<file path="src/rtl/canlp_pkg.sv">
package canlp_pkg;

  typedef enum logic [2:0] {
    ST_RESYNC   = 3'd0,
    ST_RUN      = 3'd1,
    ST_FRZ_WAIT = 3'd2,
    ST_FROZEN   = 3'd3,
    ST_STP_BUS  = 3'd4,
    ST_STP_CORE = 3'd5,
    ST_STOPPED  = 3'd6
  } canlp_state_e;

  localparam logic RX_RECESSIVE = 1'b1;

endpackage

</file>
<file path="src/rtl/canlp_rx_sync.sv">
module canlp_rx_sync #(
  parameter int STAGES = 2
) (
  input  logic clk,
  input  logic rst_n,
  input  logic rx_async,
  output logic fall_edge
);
  import canlp_pkg::*;

  localparam int CHAIN_W = STAGES + 1;

  logic [CHAIN_W-1:0] chain_q;
  logic [CHAIN_W-1:0] chain_d;

  always_comb begin
    chain_d = {chain_q[CHAIN_W-2:0], rx_async};
  end

  // Free-running: never gated, so edges are seen while the core sleeps.
  always_ff @(posedge clk or negedge rst_n) begin
    if (!rst_n) chain_q <= {CHAIN_W{RX_RECESSIVE}};
    else        chain_q <= chain_d;
  end

  assign fall_edge = (chain_q[CHAIN_W-1] == RX_RECESSIVE) &&
                     (chain_q[CHAIN_W-2] != RX_RECESSIVE);

  AST_EDGE_SINGLE: assert property (@(posedge clk) disable iff (!rst_n)
    fall_edge |=> !fall_edge);

endmodule

</file>
<file path="src/rtl/canlp_resync_cnt.sv">
module canlp_resync_cnt #(
  parameter int NBITS = 11
) (
  input  logic clk,
  input  logic rst_n,
  input  logic clr,
  input  logic bit_vld,
  input  logic bit_rec,
  output logic done
);

  localparam int CW = (NBITS > 1) ? $clog2(NBITS) : 1;
  localparam logic [CW-1:0] LAST = CW'(NBITS - 1);

  logic [CW-1:0] cnt_q;
  logic [CW-1:0] cnt_d;

  always_comb begin
    cnt_d = cnt_q;
    if (clr) begin
      cnt_d = '0;
    end else if (bit_vld) begin
      if (!bit_rec)           cnt_d = '0;
      else if (cnt_q != LAST) cnt_d = cnt_q + 1'b1;
    end
  end

  always_ff @(posedge clk or negedge rst_n) begin
    if (!rst_n) cnt_q <= '0;
    else        cnt_q <= cnt_d;
  end

  assign done = !clr && bit_vld && bit_rec && (cnt_q == LAST);

  AST_CNT_ONLY_RECESSIVE: assert property (@(posedge clk) disable iff (!rst_n)
    (cnt_q != $past(cnt_q) && cnt_q != '0) |-> $past(bit_vld && bit_rec && !clr));

endmodule

</file>
<file path="src/rtl/canlp_ctl_regs.sv">
module canlp_ctl_regs (
  input  logic clk,
  input  logic rst_n,
  input  logic reg_wr,
  input  logic wr_halt,
  input  logic wr_stop,
  input  logic wr_selfwake,
  input  logic wr_wakemsk,
  input  logic wr_softrst,
  input  logic wr_wakeclr,
  input  logic self_wake,
  input  logic wake_evt,
  output logic soft_rst,
  output logic halt_q,
  output logic stop_q,
  output logic selfwake_q,
  output logic wakemsk_q,
  output logic wake_flag_q
);

  logic halt_d, stop_d, selfwake_d, wakemsk_d, wake_flag_d;
  logic wr_cfg;

  assign soft_rst = reg_wr && wr_softrst;
  assign wr_cfg   = reg_wr && !wr_softrst;

  always_comb begin
    halt_d      = halt_q;
    stop_d      = stop_q;
    selfwake_d  = selfwake_q;
    wakemsk_d   = wakemsk_q;
    wake_flag_d = wake_flag_q;
    if (soft_rst) begin
      halt_d      = 1'b0;
      stop_d      = 1'b0;
      selfwake_d  = 1'b0;
      wakemsk_d   = 1'b0;
      wake_flag_d = 1'b0;
    end else begin
      if (wr_cfg) begin
        halt_d     = wr_halt;
        stop_d     = wr_stop;
        selfwake_d = wr_selfwake;
        wakemsk_d  = wr_wakemsk;
      end
      // Self-wake beats a simultaneous host write of the stop bit.
      if (self_wake) stop_d = 1'b0;
      // A new wake event beats a simultaneous clear.
      if (wake_evt)                  wake_flag_d = 1'b1;
      else if (wr_cfg && wr_wakeclr) wake_flag_d = 1'b0;
    end
  end

  always_ff @(posedge clk or negedge rst_n) begin
    if (!rst_n) begin
      halt_q      <= 1'b0;
      stop_q      <= 1'b0;
      selfwake_q  <= 1'b0;
      wakemsk_q   <= 1'b0;
      wake_flag_q <= 1'b0;
    end else begin
      halt_q      <= halt_d;
      stop_q      <= stop_d;
      selfwake_q  <= selfwake_d;
      wakemsk_q   <= wakemsk_d;
      wake_flag_q <= wake_flag_d;
    end
  end

  AST_FLAG_FROM_EVENT: assert property (@(posedge clk) disable iff (!rst_n)
    $rose(wake_flag_q) |-> $past(wake_evt));

  AST_EVENT_WINS_CLEAR: assert property (@(posedge clk) disable iff (!rst_n)
    (wake_evt && !soft_rst) |=> wake_flag_q);

  AST_SRST_CLEARS_STOP: assert property (@(posedge clk) disable iff (!rst_n)
    soft_rst |=> !stop_q);

endmodule

</file>
<file path="src/rtl/canlp_mode_fsm.sv">
module canlp_mode_fsm #(
  parameter int INTM_W        = 2,
  parameter int INTM_STOP_IDX = 3
) (
  input  logic              clk,
  input  logic              rst_n,
  input  logic              soft_rst,
  input  logic              frz_req,
  input  logic              stop_bit,
  input  logic              selfwake_bit,
  input  logic              bus_idle,
  input  logic              bit_vld,
  input  logic              bit_val,
  input  logic [INTM_W-1:0] intm_idx,
  input  logic              core_busy,
  input  logic              wake_edge,
  input  logic              resync_done,
  output canlp_pkg::canlp_state_e state,
  output logic              self_wake,
  output logic              wake_evt,
  output logic              sof_pulse
);
  import canlp_pkg::*;

  localparam logic [INTM_W-1:0] STOP_IDX = INTM_W'(INTM_STOP_IDX);

  canlp_state_e st_q, st_d;
  logic armed_q, armed_d;
  logic sof_q, sof_d;
  logic quiet_pt;

  assign quiet_pt  = bus_idle || (bit_vld && bit_val && (intm_idx == STOP_IDX));
  assign wake_evt  = (st_q == ST_STOPPED) && wake_edge;
  assign self_wake = wake_evt && armed_q && !soft_rst;

  always_comb begin
    st_d = st_q;
    if (soft_rst) begin
      st_d = ST_RESYNC;
    end else begin
      case (st_q)
        ST_RESYNC: begin
          if (frz_req)          st_d = ST_FRZ_WAIT;
          else if (stop_bit)    st_d = ST_STP_BUS;
          else if (resync_done) st_d = ST_RUN;
        end
        ST_RUN: begin
          if (frz_req)       st_d = ST_FRZ_WAIT;
          else if (stop_bit) st_d = ST_STP_BUS;
        end
        ST_FRZ_WAIT: begin
          if (!frz_req)        st_d = ST_RESYNC;
          else if (!core_busy) st_d = ST_FROZEN;
        end
        ST_FROZEN: begin
          if (!frz_req) st_d = ST_RESYNC;
        end
        ST_STP_BUS: begin
          if (!stop_bit)     st_d = ST_RESYNC;
          else if (quiet_pt) st_d = ST_STP_CORE;
        end
        ST_STP_CORE: begin
          if (!stop_bit)       st_d = ST_RESYNC;
          else if (!core_busy) st_d = ST_STOPPED;
        end
        ST_STOPPED: begin
          if (self_wake)     st_d = ST_RUN;
          else if (!stop_bit) st_d = ST_RESYNC;
        end
        default: st_d = ST_RESYNC;
      endcase
    end
  end

  always_comb begin
    if (st_d != ST_STOPPED)      armed_d = 1'b0;
    else if (st_q == ST_STOPPED) armed_d = armed_q;
    else                         armed_d = selfwake_bit;
    sof_d = self_wake;
  end

  always_ff @(posedge clk or negedge rst_n) begin
    if (!rst_n) begin
      st_q    <= ST_RESYNC;
      armed_q <= 1'b0;
      sof_q   <= 1'b0;
    end else begin
      st_q    <= st_d;
      armed_q <= armed_d;
      sof_q   <= sof_d;
    end
  end

  assign state     = st_q;
  assign sof_pulse = sof_q;

  AST_FREEZE_WHEN_IDLE: assert property (@(posedge clk) disable iff (!rst_n)
    (st_q == ST_FROZEN && $past(st_q) != ST_FROZEN) |-> $past(!core_busy && frz_req));

  AST_STOP_QUIET_POINT: assert property (@(posedge clk) disable iff (!rst_n)
    (st_q == ST_STP_CORE && $past(st_q) == ST_STP_BUS) |-> $past(quiet_pt));

  AST_STOP_CORE_IDLE: assert property (@(posedge clk) disable iff (!rst_n)
    (st_q == ST_STOPPED && $past(st_q) != ST_STOPPED) |-> $past(!core_busy));

  AST_SOF_AFTER_ARMED: assert property (@(posedge clk) disable iff (!rst_n)
    sof_q |-> $past(st_q == ST_STOPPED && armed_q));

  AST_SOF_ONE_CYCLE: assert property (@(posedge clk) disable iff (!rst_n)
    sof_q |=> !sof_q);

endmodule

</file>
<file path="src/rtl/canlp_mode_mgr.sv">
module canlp_mode_mgr #(
  parameter int RESYNC_BITS   = 11,
  parameter int SYNC_STAGES   = 2,
  parameter int INTM_W        = 2,
  parameter int INTM_STOP_IDX = 3
) (
  input  logic              clk,
  input  logic              rst_n,
  input  logic              reg_wr,
  input  logic              wr_halt,
  input  logic              wr_stop,
  input  logic              wr_selfwake,
  input  logic              wr_wakemsk,
  input  logic              wr_softrst,
  input  logic              wr_wakeclr,
  input  logic              freeze_in,
  input  logic              bus_idle,
  input  logic              bit_vld,
  input  logic              bit_val,
  input  logic [INTM_W-1:0] intm_idx,
  input  logic              core_busy,
  input  logic              rx_pin,
  output logic              core_clk_en,
  output logic              frz_ack,
  output logic              stop_ack,
  output logic              not_ready,
  output logic              tx_force_rec,
  output logic              ctl_stop,
  output logic              wake_flag,
  output logic              wake_irq,
  output logic              bus_join,
  output logic              sof_no_arb
);
  import canlp_pkg::*;

  canlp_state_e state;
  logic soft_rst, halt_q, stop_q, selfwake_q, wakemsk_q, wake_flag_q;
  logic wake_edge, resync_done, self_wake, wake_evt, sof_pulse;
  logic frz_req, off_bus;

  assign frz_req = halt_q || freeze_in;

  canlp_rx_sync #(.STAGES(SYNC_STAGES)) u_rx_sync (
    .clk       (clk),
    .rst_n     (rst_n),
    .rx_async  (rx_pin),
    .fall_edge (wake_edge)
  );

  canlp_resync_cnt #(.NBITS(RESYNC_BITS)) u_resync (
    .clk     (clk),
    .rst_n   (rst_n),
    .clr     (state != ST_RESYNC),
    .bit_vld (bit_vld),
    .bit_rec (bit_val),
    .done    (resync_done)
  );

  canlp_ctl_regs u_regs (
    .clk         (clk),
    .rst_n       (rst_n),
    .reg_wr      (reg_wr),
    .wr_halt     (wr_halt),
    .wr_stop     (wr_stop),
    .wr_selfwake (wr_selfwake),
    .wr_wakemsk  (wr_wakemsk),
    .wr_softrst  (wr_softrst),
    .wr_wakeclr  (wr_wakeclr),
    .self_wake   (self_wake),
    .wake_evt    (wake_evt),
    .soft_rst    (soft_rst),
    .halt_q      (halt_q),
    .stop_q      (stop_q),
    .selfwake_q  (selfwake_q),
    .wakemsk_q   (wakemsk_q),
    .wake_flag_q (wake_flag_q)
  );

  canlp_mode_fsm #(.INTM_W(INTM_W), .INTM_STOP_IDX(INTM_STOP_IDX)) u_fsm (
    .clk          (clk),
    .rst_n        (rst_n),
    .soft_rst     (soft_rst),
    .frz_req      (frz_req),
    .stop_bit     (stop_q),
    .selfwake_bit (selfwake_q),
    .bus_idle     (bus_idle),
    .bit_vld      (bit_vld),
    .bit_val      (bit_val),
    .intm_idx     (intm_idx),
    .core_busy    (core_busy),
    .wake_edge    (wake_edge),
    .resync_done  (resync_done),
    .state        (state),
    .self_wake    (self_wake),
    .wake_evt     (wake_evt),
    .sof_pulse    (sof_pulse)
  );

  assign off_bus      = (state == ST_RESYNC) || (state == ST_FROZEN) ||
                        (state == ST_STOPPED);
  assign core_clk_en  = (state != ST_STOPPED);
  assign frz_ack      = (state == ST_FROZEN);
  assign stop_ack     = (state == ST_STOPPED);
  assign not_ready    = off_bus;
  assign tx_force_rec = off_bus;
  assign bus_join     = (state == ST_RUN);
  assign ctl_stop     = stop_q;
  assign wake_flag    = wake_flag_q;
  assign wake_irq     = wake_flag_q && wakemsk_q;
  assign sof_no_arb   = sof_pulse;

  AST_STOP_NO_CLOCK: assert property (@(posedge clk) disable iff (!rst_n)
    stop_ack |-> (!core_clk_en && !bus_join));

  AST_STOPPED_NEEDS_BIT: assert property (@(posedge clk) disable iff (!rst_n)
    ($rose(stop_ack)) |-> ctl_stop);

  AST_JOIN_AFTER_WAKE_OR_SYNC: assert property (@(posedge clk) disable iff (!rst_n)
    $rose(bus_join) |-> ($past(resync_done) || sof_no_arb));

endmodule

</file>
<file path="config.mk">
export PLATFORM = sky130hd
export DESIGN_NAME = canlp_mode_mgr
export DESIGN_NICKNAME = d
export VERILOG_FILES = /design/src/rtl/canlp_pkg.sv /design/src/rtl/canlp_rx_sync.sv /design/src/rtl/canlp_resync_cnt.sv /design/src/rtl/canlp_ctl_regs.sv /design/src/rtl/canlp_mode_fsm.sv /design/src/rtl/canlp_mode_mgr.sv
export SDC_FILE = /design/constraint.sdc
export NUM_CORES = 1
export LEC_CHECK = 0
export BUFFER_PORTS_ARGS = -buffer_cell sky130_fd_sc_hd__buf_2
export CORE_UTILIZATION = 50
export DETAILED_ROUTE_END_ITERATION = 7
export HOLD_SLACK_MARGIN = 0.15
export PLACE_DENSITY_LB_ADDON = 0.05
export SKIP_CTS_REPAIR_TIMING = 1
export SLEW_MARGIN = 10
export SYNTH_ARGS = -nofsm -noshare
export SYNTH_HDL_FRONTEND = slang
export SYNTH_HIERARCHICAL = 1
export SYNTH_SLANG_ARGS = --single-unit
</file>
<file path="constraint.sdc">
create_clock -name clk -period 2.37 [get_ports clk]
set_clock_uncertainty 0.15 [all_clocks]
set_input_delay 0.474 -clock clk [delete_from_list [all_inputs] [get_ports clk]]
set_output_delay 0.474 -clock clk [all_outputs]
set_load 0.1 [all_outputs]
</file>
==> results of run 1 <==
cell families (layout without fill, tap and decap cells):
| family | Yosys count | after routing |
|---|---|---|
| buf+inv | 9 | 39 |
| fa+ha+maj | 2 | 2 |
| flops | 17 | 17 |
| mux | 1 | 1 |
| simple gates | 43 | 43 |
| xor+xnor | 1 | 1 |
| compound gates | 22 | 22 |
report_power, final:
| part | internal (mW) | total (mW) | switching, mW |
|---|---|---|---|
| logic | 0.0518 | 0.183 | 0.131 |
| registers | 0.306 | 0.329 | 0.0227 |
| clock network | 0.0627 | 0.156 | 0.0935 |
layout make-up:
type,count,area share
well taps,25,0.02717
repair buffers,28,0.1304
inverters,7,0.02283
multi-input cells,69,0.4228
clock buffers,3,0.01957
clock inverters,1,0.004348
flip-flops and latches,17,0.3728
per-stage QoR:
step | hold slack [ns] | area, um^2
after detailed placement | 0.1990 | 1104
after global placement | 0.1983 | 1104
after global routing | 0.2059 | 1151
after CTS | -0.05864 | 1131
final | 0.2112 | 1151
after floorplan | 0.02841 | 954.7
worst max-delay path by stage:
| stage | to | slack [ns] | cells after the start |
|---|---|---|---|
| after global routing | not_ready | -0.05 | 3 |
| after detailed placement | not_ready | 0.36 | 3 |
| final | not_ready | 0.02 | 3 |
| after CTS | not_ready | 0.02 | 3 |
| after global placement | tx_force_rec | 0.40 | 3 |
| after floorplan | tx_force_rec | -0.31 | 3 |
worst reg2reg max path, delay by kind of cell (launching register included):
family          cells  cell delay, ns
compound gates      2            0.27
simple gates        4            0.98
flops               1            0.55
metal layers:
metal,GRT usage,vias to the layer above
li1,-,405
met1,0.2737,388
met2,0.3057,22
met3,0.02381,2
met4,0.07273,0
met5,0,-
placed cells by master (no fill, tap or decap), drive strengths merged, types with 2 or more instances in the layout:
cell type	Yosys	final
nand2b	2	2
a22o	3	3
nor3b	2	2
and2	2	2
o21ai	2	2
nor2b	6	6
or3	3	3
a21oi	3	3
inv	7	7
o32ai	2	2
dlygate4sd3	0	2
nor2	5	5
dfrtp	14	14
or2	2	2
clkbuf	0	3
nand2	7	7
nand3b	2	2
buf	2	26
and3b	3	3
dfstp	3	3
ha	2	2
a31oi	5	5
nand3	4	4
==> results.md, run 1 <==
- Outcome: finished, final reports clean
- Warnings, synthesis: 6
- Top reg by flops: u_resync/cnt_q
- Nets: 145
- Cell chain of the critical path: and3b_2 > o21bai_2 > buf_2
- Setup crit start: u_fsm/state[1]
- Yosys top cell area share: 0.3714
- Max cap viols: 0
- Synth Area in Adders: 0.02653
- Tcrit/Tclk final: 0.9896
- Via Count: 817
- CTS tree: done
- RSZ-0062 raised after global routing: true
- Synth Area in Simple Gates: 0.2918
- Total leakage power: 0.5473 nW
- Synth area leaders: dfrtp_1 (37%), dfstp_2 (8.4%), a31oi_1 (3.3%)
- Syn Nets: 114
- Worst Path Required: 1.75 ns
- CTS HTree Levels: 1
- Area occupied by multi-input gates: 486.7 um^2
- Drt drc: 0
- Pwr Density: 580.8 nW/um^2
- Synth Instances: 95
- Post-DP HPWL: 1334 um
- Yosys reg bits: 17
- Final Hold Viols: 0
- Setup WS post-layout: 0.02455 ns
- Filler cells: 155
- Largest register FFs: 4
- Area leader, netlist: dfrtp_1
- CTS Buf Count: 3
- Mapped Avg Cell Area: 9.931 um^2
- Clock Tree Buf Depth: 2
- Layout cells sized above 1: 0.3520
- Vias in the first global route: 698
- Initial detailed-routing violation count: 12
- Top-count cell post-synth: dfrtp_1
- Final min period: 2.345 ns
- Row count: 15
- Hold depth: 2
- Final antenna-violating net count: 0
- Arrival @ worst endpoint: 1.72 ns
- CP max stage delay: 0.62 ns
- Setup-failing EPs final: 0
- Later-pin clock latency in the skew report: 0.29 ns
- Layout area overhead: 22.02%
- EDFF count, synth: 0
- Met2 wire len: 864 um
- Syn Std Cell Area: 943.4 um^2
- Setup TNS Final: 0 ns
- First-pass GRT wire length: 2904 um
- Metal1 wirelength: 881 um
- Worst Reg-to-Reg Cells: 6
- Cell variety after synth: 40
- Slew @ Worst Pin: 0.4877 ns
- Complex-gate fraction of the synthesized area: 0.1658
- Top sig layer: met4
- R2R setup slack: 0.35 ns
- Core area: 1745 um^2
- Vias per cell: 5.447
- Worst min path class: in2reg
- Register area: 429.2 um^2
- Crit Path Category: reg2out
- Worst setup EP type: output port
- Largest family of logic cells by synthesized area: simple AND/OR/NAND/NOR gates
- Critical Path Start Type: flip-flop
- Maximum vdd drop: 0.3274 mV
- Initial antenna violation count: 0
- PortBufs: 26
- Global route total overflow: 0
- Die height: 45.44 um
- Met3 WL: 81 um
- Global Route Usage Sum: 0.1945
- Die area: 2064 um^2
- Die W: 45.44 um
- I/O Pins: 27
- R2R Path Start: u_fsm/state[1]
- Tot Pwr: 668.5 uW
- Critical path's slowest cell: dfrtp_1
- Non-Filler Instances: 150
- CP max FO: 14
- List of most frequent post-synthesis cells: dfrtp_1 (14), inv_1 (7), nand2_1 (7)
- Hold EP: u_regs/wake_flag_q
- Routability Congestion: 0.8017
- Largest net degree at the start of global routing: 18
- Post-place setup slack: 0.3631 ns
- Max_slew headroom: 0.6771
- Starting Density: 0.5405
- Top FF cell, synth: dfrtp_1
- Drt first pass iters: 4
- Ys async rst share: 1.000
- Hold_sp: wr_wakeclr
- CP delay by family, top: flip-flops
- # clock sinks: 17
- Wire per inst: 12.24 um
- Routed WL: 1836 um
- Fin util: 0.6595
- CTS root buf: clkbuf_4
- Synth Area in XOR/XNOR: 0.009284
- DP Cell Count: 144
- Max Slew Vio Count: 0
- Max Freq: 426.4 MHz
- Seq/Total Area, Yosys: 0.4549
- Clock slew at reported path FFs: 0.10 ns
- FF-to-FF End: u_fsm/state[0]
- Critical path buffers and inverters: 1
- Number of diodes: 0
- Post-synthesis mux area share: 0.01061
Power figures use the tool's default switching activity.
==> inputs of run 2 (changes only) <==
- CORE_UTILIZATION: 50 -> 49
- SYNTH_HIERARCHICAL: 1 -> default
==> run 2 against run 1 <==
  * Final cell count grew 2.0%
  * Critical path depth did not move
  * Combinational power grew 4%
  * Via count fell by 2.3%
  * Sequential power down 2%
  * Non-clock buffer count unchanged
  * Hold slack better by 0.0071 ns
  * Cell area shrank 0.11%
  * Clock power barely moved
  * Die area down 0.51%
  * Clock-buffer cell count stayed put
  * Area after synthesis down 2.5%
  * Largest power group unchanged
  * Highest routed layer unchanged
==> results.md, run 2 <==
- Outcome: finished, final reports clean
- I/O Pins: 27 (unchanged)
- Syn Nets: 120 (+5.3%)
- Die height: 45.32 um (-0.25%)
- Seq/Total Area, Yosys: 0.4667 (+0.01176)
- Hold EP: u_rx_sync.chain_q[1]
- CTS HTree Levels: 1 (unchanged)
- Mapped Avg Cell Area: 9.105 um^2 (-8.3%)
- Global route total overflow: 0 (unchanged)
- Seq pwr share: 0.484 (-0.008)
- Sw Ratio: 0.3525 (-0.01789)
- Synth Area in Simple Gates: 0.2490 (-0.04280)
- Post-synthesis mux area share: 0.02313 (+0.01252)
- Arrival @ worst endpoint: 1.65 ns (-0.07 ns)
- CTS tree: done
- Worst Path Required: 1.75 ns (about the same)
- Number of diodes: 0 (unchanged)
- Clock slew at reported path FFs: 0.10 ns (about the same)
- Yosys top cell area share: 0.3810 (+0.009600)
- List of most frequent post-synthesis cells: dfrtp_1 (14), nand2_1 (11), inv_1 (8), nor2b_1 (8), o21ai_0 (7)
- CP max stage delay: 0.54 ns (-0.08 ns)
- Worst Reg-to-Reg Cells: 6 (unchanged)
- # clock sinks: 17 (unchanged)
- DP Area: 1100 um^2 (-0.34%)
- Slew @ Worst Pin: 0.4849 ns (-0.002772 ns)
- FF-to-FF End: u_resync.cnt_q[2]
- Critical path's slowest cell: dfrtp_1
- Starting Density: 0.5269 (-0.01362)
- Drt drc: 0 (unchanged)
- Wire per inst: 11.81 um (-3.5%)
- CP max FO: 12 (-2)
- Initial detailed-routing violation count: 6 (-6)
- Ys async rst share: 1.000 (unchanged)
- Largest net degree at the start of global routing: 18 (unchanged)
- First-pass GRT wire length: 2980 um (+2.6%)
- Commonest cells after routing, fill and taps aside: buf_2 (23), dfrtp_1 (14), nand2_1 (10)
- Routability Congestion: 0.7535 (-6.0%)
- Crit Path Category: reg2out
- EDFF count, synth: 0 (unchanged)
- Top reg by flops: u_resync.cnt_q
- CTS root buf: clkbuf_4
- Top-count cell post-synth: dfrtp_1
- Die W: 45.32 um (-0.25%)
- Most common cell after layout, fill and taps aside: buf_2
- Critical path buffers and inverters: 2 (+1)
- R2R setup slack: 0.58 ns (+0.23 ns)
- Clock Power Share: 0.230 (-0.004)
- Filler cells: 159 (+2.6%)
- Initial antenna violation count: 0 (unchanged)
- Drt first pass iters: 4 (unchanged)
- Nets: 148 (+2.1%)
- Tcrit/Tclk final: 0.9587 (-0.03094)
- Setup-failing EPs final: 0 (unchanged)
- Critical Path Start Type: flip-flop
- Max_slew headroom: 0.6789 (+0.001835)
- Core area: 1745 um^2 (unchanged)
- Vias per cell: 5.216 (-4.2%)
- Non-Filler Instances: 153 (+2.0%)
- DP Cell Count: 147 (+2.1%)
- Vias in the first global route: 703 (+0.72%)
- Worst min path class: reg2reg
- Max Freq: 440.1 MHz (+3.2%)
- Cell variety after synth: 34 (-15%)
- Hold depth: 0 (-2)
- Synth area leaders: dfrtp_1 (38%), dfstp_2 (8.6%), nor2b_1 (5.4%)
- Max Slew Vio Count: 0 (unchanged)
- Largest register FFs: 4 (unchanged)
- PortBufs: 26 (unchanged)
- Via Count: 798 (-2.3%)
- Max cap viols: 0 (unchanged)
- R2R Path Start: u_resync.cnt_q[0]
- CP delay by family, top: flip-flops
- Power Internal: 433.4 uW (+3.0%)
- Synth Area in Adders: 0.02721 (+0.0006857)
- Clock Tree Buf Depth: 2 (unchanged)
- Later-pin clock latency in the skew report: 0.29 ns (about the same)
- Post-route cell area: 1150 um^2 (-0.11%)
- Tot Pwr: 669.4 uW (+0.13%)
- Post-DP HPWL: 1353 um (+1.4%)
- Synth Area in XOR/XNOR: 0.009524 (+0.0002400)
- Syn Std Cell Area: 919.6 um^2 (-2.5%)
- Cell chain of the critical path: and3b_1 > inv_1 > buf_2
- Final min period: 2.272 ns (-0.07333 ns)
- Hold_ws: 0.2184 ns (+0.007150 ns)
- Warnings, synthesis: 0 (-6)
- Final Hold Viols: 0 (unchanged)
- Top FF cell, synth: dfrtp_1
- Complex-gate fraction of the synthesized area: 0.1619 (-0.003878)
- Worst setup EP type: output port
- Pwr Density: 582.1 nW/um^2 (+0.24%)
- Area leader, netlist: dfrtp_1
- Global Route Usage Sum: 0.2053 (+0.01079)
- Largest family of logic cells by synthesized area: simple AND/OR/NAND/NOR gates
- Combinational share of power: 0.285 (+0.011)
- RSZ-0062 raised after global routing: false
- Final antenna-violating net count: 0 (unchanged)
- Maximum vdd drop: 0.3782 mV (+16%)
- Yosys reg bits: 17 (unchanged)
- Routed WL: 1807 um (-1.6%)
- CTS Buf Count: 3 (unchanged)
- Die area: 2054 um^2 (-0.51%)
- Synth Instances: 101 (+6.3%)
- Row count: 15 (unchanged)
- Layout cells sized above 1: 0.2969 (-0.05512)
- Hold_sp: u_rx_sync.chain_q[0]
- Layout area overhead: 25.03%
- Total leakage power: 0.5615 nW (+2.6%)
- Switching power: 236.0 uW (-4.7%)
==> run 2: power by group through the flow <==
stage	registers [mW]	clock network, mW	logic (mW)
finish	0.324	0.154	0.191
global route	0.328	0.172	0.204
CTS	0.324	0.156	0.190
detailed placement	0.330	0	0.189
global placement	0.329	0	0.188
floorplan	0.329	0	0.129
==> run 2: per-stage QoR <==
step | setup TNS [ns] | utilization | setup slack, ns
floorplan | -0.09081 | - | -0.09081
global placement | 0 | 0.6301 | 0.3895
detailed placement | 0 | 0.6301 | 0.3499
CTS | 0 | 0.6459 | 0.01815
global route | 0 | 0.6588 | 0.01038
finish | 0 | 0.6588 | 0.09788
==> run 2: layout make-up <==
cell class,instances,area (um^2),share of cell area
Clock buffer,3,22.52,0.01959
Clock inverter,1,5.005,0.004353
Inverter,8,30.03,0.02612
Multi-Input combinational cell,71,449.2,0.3906
Sequential cell,17,429.2,0.3732
Tap cell,25,31.28,0.02720
Timing Repair Buffer,28,182.7,0.1589
==> run 2: worst register-to-register path, delay by kind of cell, from the launching register on <==
kind,cells,cell delay (ns)
simple gates,2,0.54
compound gates,2,0.35
fa+ha+maj,1,0.20
flops,1,0.40
buf+inv,1,0.07
==> run 2: layer usage <==
metal / GRT usage / up-vias / share of wire / routed length, um
li1: - / 405 / - / -
met1: 0.2839 / 363 / 0.48 / 868
met2: 0.3217 / 26 / 0.46 / 827
met3: 0.02800 / 4 / 0.045 / 82
met4: 0.09091 / 0 / 0.016 / 29
met5: 0 / - / 0 / 0
==> run 2: worst max path at each step <==
| stage | start | to | slack, ns | cells after the start |
|---|---|---|---|---|
| 2_1_floorplan | u_fsm.state[0] | bus_join | -0.09 | 2 |
| 3_3_place_gp | u_fsm.state[1] | stop_ack | 0.39 | 2 |
| 3_5_place_dp | u_fsm.state[1] | stop_ack | 0.35 | 2 |
| 4_1_cts | u_fsm.state[1] | stop_ack | 0.02 | 2 |
| 5_1_grt | u_fsm.state[0] | core_clk_en | 0.01 | 3 |
| 6_report | u_fsm.state[0] | core_clk_en | 0.1 | 3 |
==> run 2: cell families after synthesis <==
family | Yosys count
compound gates | 24
xor+xnor | 1
fa+ha+maj | 2
simple gates | 42
buf+inv | 13
flops | 17
mux | 2
==> inputs of run 3 (changes only) <==
- BUFFER_PORTS_ARGS: -buffer_cell sky130_fd_sc_hd__buf_2 -> default
- CORE_UTILIZATION: 49 -> 60
- DONT_BUFFER_PORTS: default -> 1
==> run 3 against run 2 <==
  * Cell area shrank 4.2%
  * Power shrank 1.6%
  * Non-clock buffer count decreased by 14
  * Sequential power decreased by 1%
  * Wire length up 15%
  * Via count decreased by 3.3%
  * Die area decreased by 18%
  * Critical path type unchanged
  * Critical endpoint is now tx_force_rec
  * Largest power group unchanged
==> results.md, run 3 (synthesis gave the netlist of run 2 again) <==
- Outcome: finished, final reports clean
- Area occupied by multi-input gates: 455.4 um^2 (+1.4%)
- Number of diodes: 0 (unchanged)
- Sw Ratio: 0.3605 (+0.007987)
- Grt met3 use: 0.06522 (+0.03722)
- I/O Pins: 27 (unchanged)
- Post-route cell area: 1101 um^2 (-4.2%)
- Clock slew at reported path FFs: 0.11 ns (about the same)
- R2R Path Start: u_fsm.state[2]
- Wire per inst: 16.05 um (+36%)
- Drt drc: 0 (unchanged)
- Nets: 134 (-9.5%)
- Seq pwr share: 0.485 (about the same)
- R2R setup slack: 0.51 ns (-0.07 ns)
- Filler cells: 106 (-33%)
- Crit Path Category: reg2out
- Setup-failing EPs final: 0 (unchanged)
- Global Route Usage Sum: 0.2660 (+0.06072)
- Clock Tree Buf Depth: 2 (unchanged)
- Commonest cells after routing, fill and taps aside: dfrtp_1 (14), nand2_1 (10), inv_1 (8), nor2b_1 (8), buf_4 (8)
- Post-place setup slack: 0.3928 ns (+0.04285 ns)
- Hold_ws: 0.1507 ns (-0.06765 ns)
- Vias in the first global route: 672 (-4.4%)
- Grt peak-use layer: met2
- DP Area: 1033 um^2 (-6.0%)
- Worst min path class: in2reg
- Worst Path Required: 1.75 ns (about the same)
- Worst Reg-to-Reg Cells: 5 (-1)
- Combinational share of power: 0.270 (-0.015)
- CTS HTree Levels: 1 (unchanged)
- Core area: 1366 um^2 (-22%)
- Routed WL: 2071 um (+15%)
- Worst setup EP type: output port
- CTS tree: done
- Critical Path Start Type: flip-flop
- Layout area overhead: 19.73%
- Tot Pwr: 659.0 uW (-1.6%)
- Post-DP HPWL: 1430 um (+5.7%)
- Grt met1 use: 0.3090 (+0.02517)
- Row count: 13 (-2)
- CTS root buf: clkbuf_4
- # clock sinks: 17 (unchanged)
- Max_slew headroom: 0.4910 (-0.1879)
- Pwr Density: 598.5 nW/um^2 (+2.8%)
- Hold_sp: wr_wakemsk
- Hold depth: 2 (+2)
- Final antenna-violating net count: 0 (unchanged)
- Max Slew Vio Count: 0 (unchanged)
- CTS Buf Count: 3 (unchanged)
- Via Count: 772 (-3.3%)
- CP max FO: 12 (unchanged)
- Drt first pass iters: 4 (unchanged)
- DP Cell Count: 121 (-18%)
- Arrival @ worst endpoint: 1.70 ns (+0.05 ns)
- Final min period: 2.324 ns (+0.05183 ns)
- Initial detailed-routing violation count: 13 (+7)
- Fin util: 0.8059 (+0.1471)
- Total leakage power: 0.5068 nW (-9.7%)
- Layout cells sized above 1: 0.1930 (-0.1039)
- Largest net degree at the start of global routing: 18 (unchanged)
- Most common cell after layout, fill and taps aside: dfrtp_1
- Later-pin clock latency in the skew report: 0.30 ns (about the same)
- Grt met2 use: 0.4453 (+0.1236)
- Clock Power Share: 0.245 (+0.015)
- Setup WS post-layout: 0.04605 ns (-0.05183 ns)
- Maximum vdd drop: 0.4799 mV (+27%)
- Max Freq: 430.3 MHz (-2.2%)
- Register area: 429.2 um^2 (unchanged)
- Tcrit/Tclk final: 0.9806 (+0.02187)
- Slew @ Worst Pin: 0.7609 ns (+0.2760 ns)
- Vias per cell: 5.984 (+15%)
- Final Hold Viols: 0 (unchanged)
- Die W: 41.15 um (-9.2%)
- Starting Density: 0.6731 (+0.1462)
- Initial antenna violation count: 0 (unchanged)
- Max cap viols: 0 (unchanged)
- RSZ-0062 raised after global routing: false
- Largest register FFs: 4 (unchanged)
- PortBufs: 0 (-100%)
- Hold EP: u_regs.wakemsk_q
- Non-Filler Instances: 129 (-16%)
- FF-to-FF End: u_regs.wake_flag_q
- Die area: 1693 um^2 (-18%)
- Power Internal: 421.4 uW (-2.8%)
- Switching power: 237.6 uW (+0.67%)
- Die height: 41.15 um (-9.2%)
- Top reg by flops: u_resync.cnt_q
- Global route total overflow: 0 (unchanged)
- Setup TNS Final: 0 ns (unchanged)
- First-pass GRT wire length: 2773 um (-6.9%)
- Routability Congestion: 0.7295 (-3.2%)
==> run 3: changes by cell type in the layout (fill, tap and decap cells not counted), sizes merged <==
| cell | change |
|---|---|
| buf | -15 |
| dlygate4sd3 | +2 |
| clkbuf | -1 |
==> run 3: power by group through the flow <==
stage	clock network (mW)	logic, mW	registers (mW)
2_1_floorplan	0	0.129	0.329
3_3_place_gp	0	0.163	0.324
3_5_place_dp	0	0.166	0.326
4_1_cts	0.160	0.166	0.320
5_1_grt	0.172	0.188	0.322
6_report	0.161	0.178	0.320
==> run 3: worst max-delay path by stage <==
stage	from	endpoint	slack, ns	cells after the start
after floorplan	u_fsm.state[0]	bus_join	-0.09	2
after global placement	u_fsm.state[0]	not_ready	0.43	3
after detailed placement	u_fsm.state[0]	tx_force_rec	0.39	3
after CTS	u_fsm.state[0]	tx_force_rec	0.06	3
after global routing	u_fsm.state[0]	tx_force_rec	0.00008	3
final	u_fsm.state[0]	tx_force_rec	0.05	3
==> run 3: layer usage <==
metal  wire length (um)  up-vias
met5                  0        -
met4                 41        0
met3                138        4
met2               1045       29
met1                846      366
li1                   -      373
==> run 3: final cells by class <==
class                   count  area share
multi-input cells          71      0.4136
clock buffers               3     0.02045
repair buffers             14      0.1273
inverters                   8     0.02727
flip-flops and latches     17      0.3898
well taps                  15     0.01705
clock inverters             1    0.004545
==> run 3: critical path: stages (launching register included) <==
cell and delay (ns):
dfrtp_1 0.51, or3_1 0.51, nand2_4 0.12, buf_12 0.25
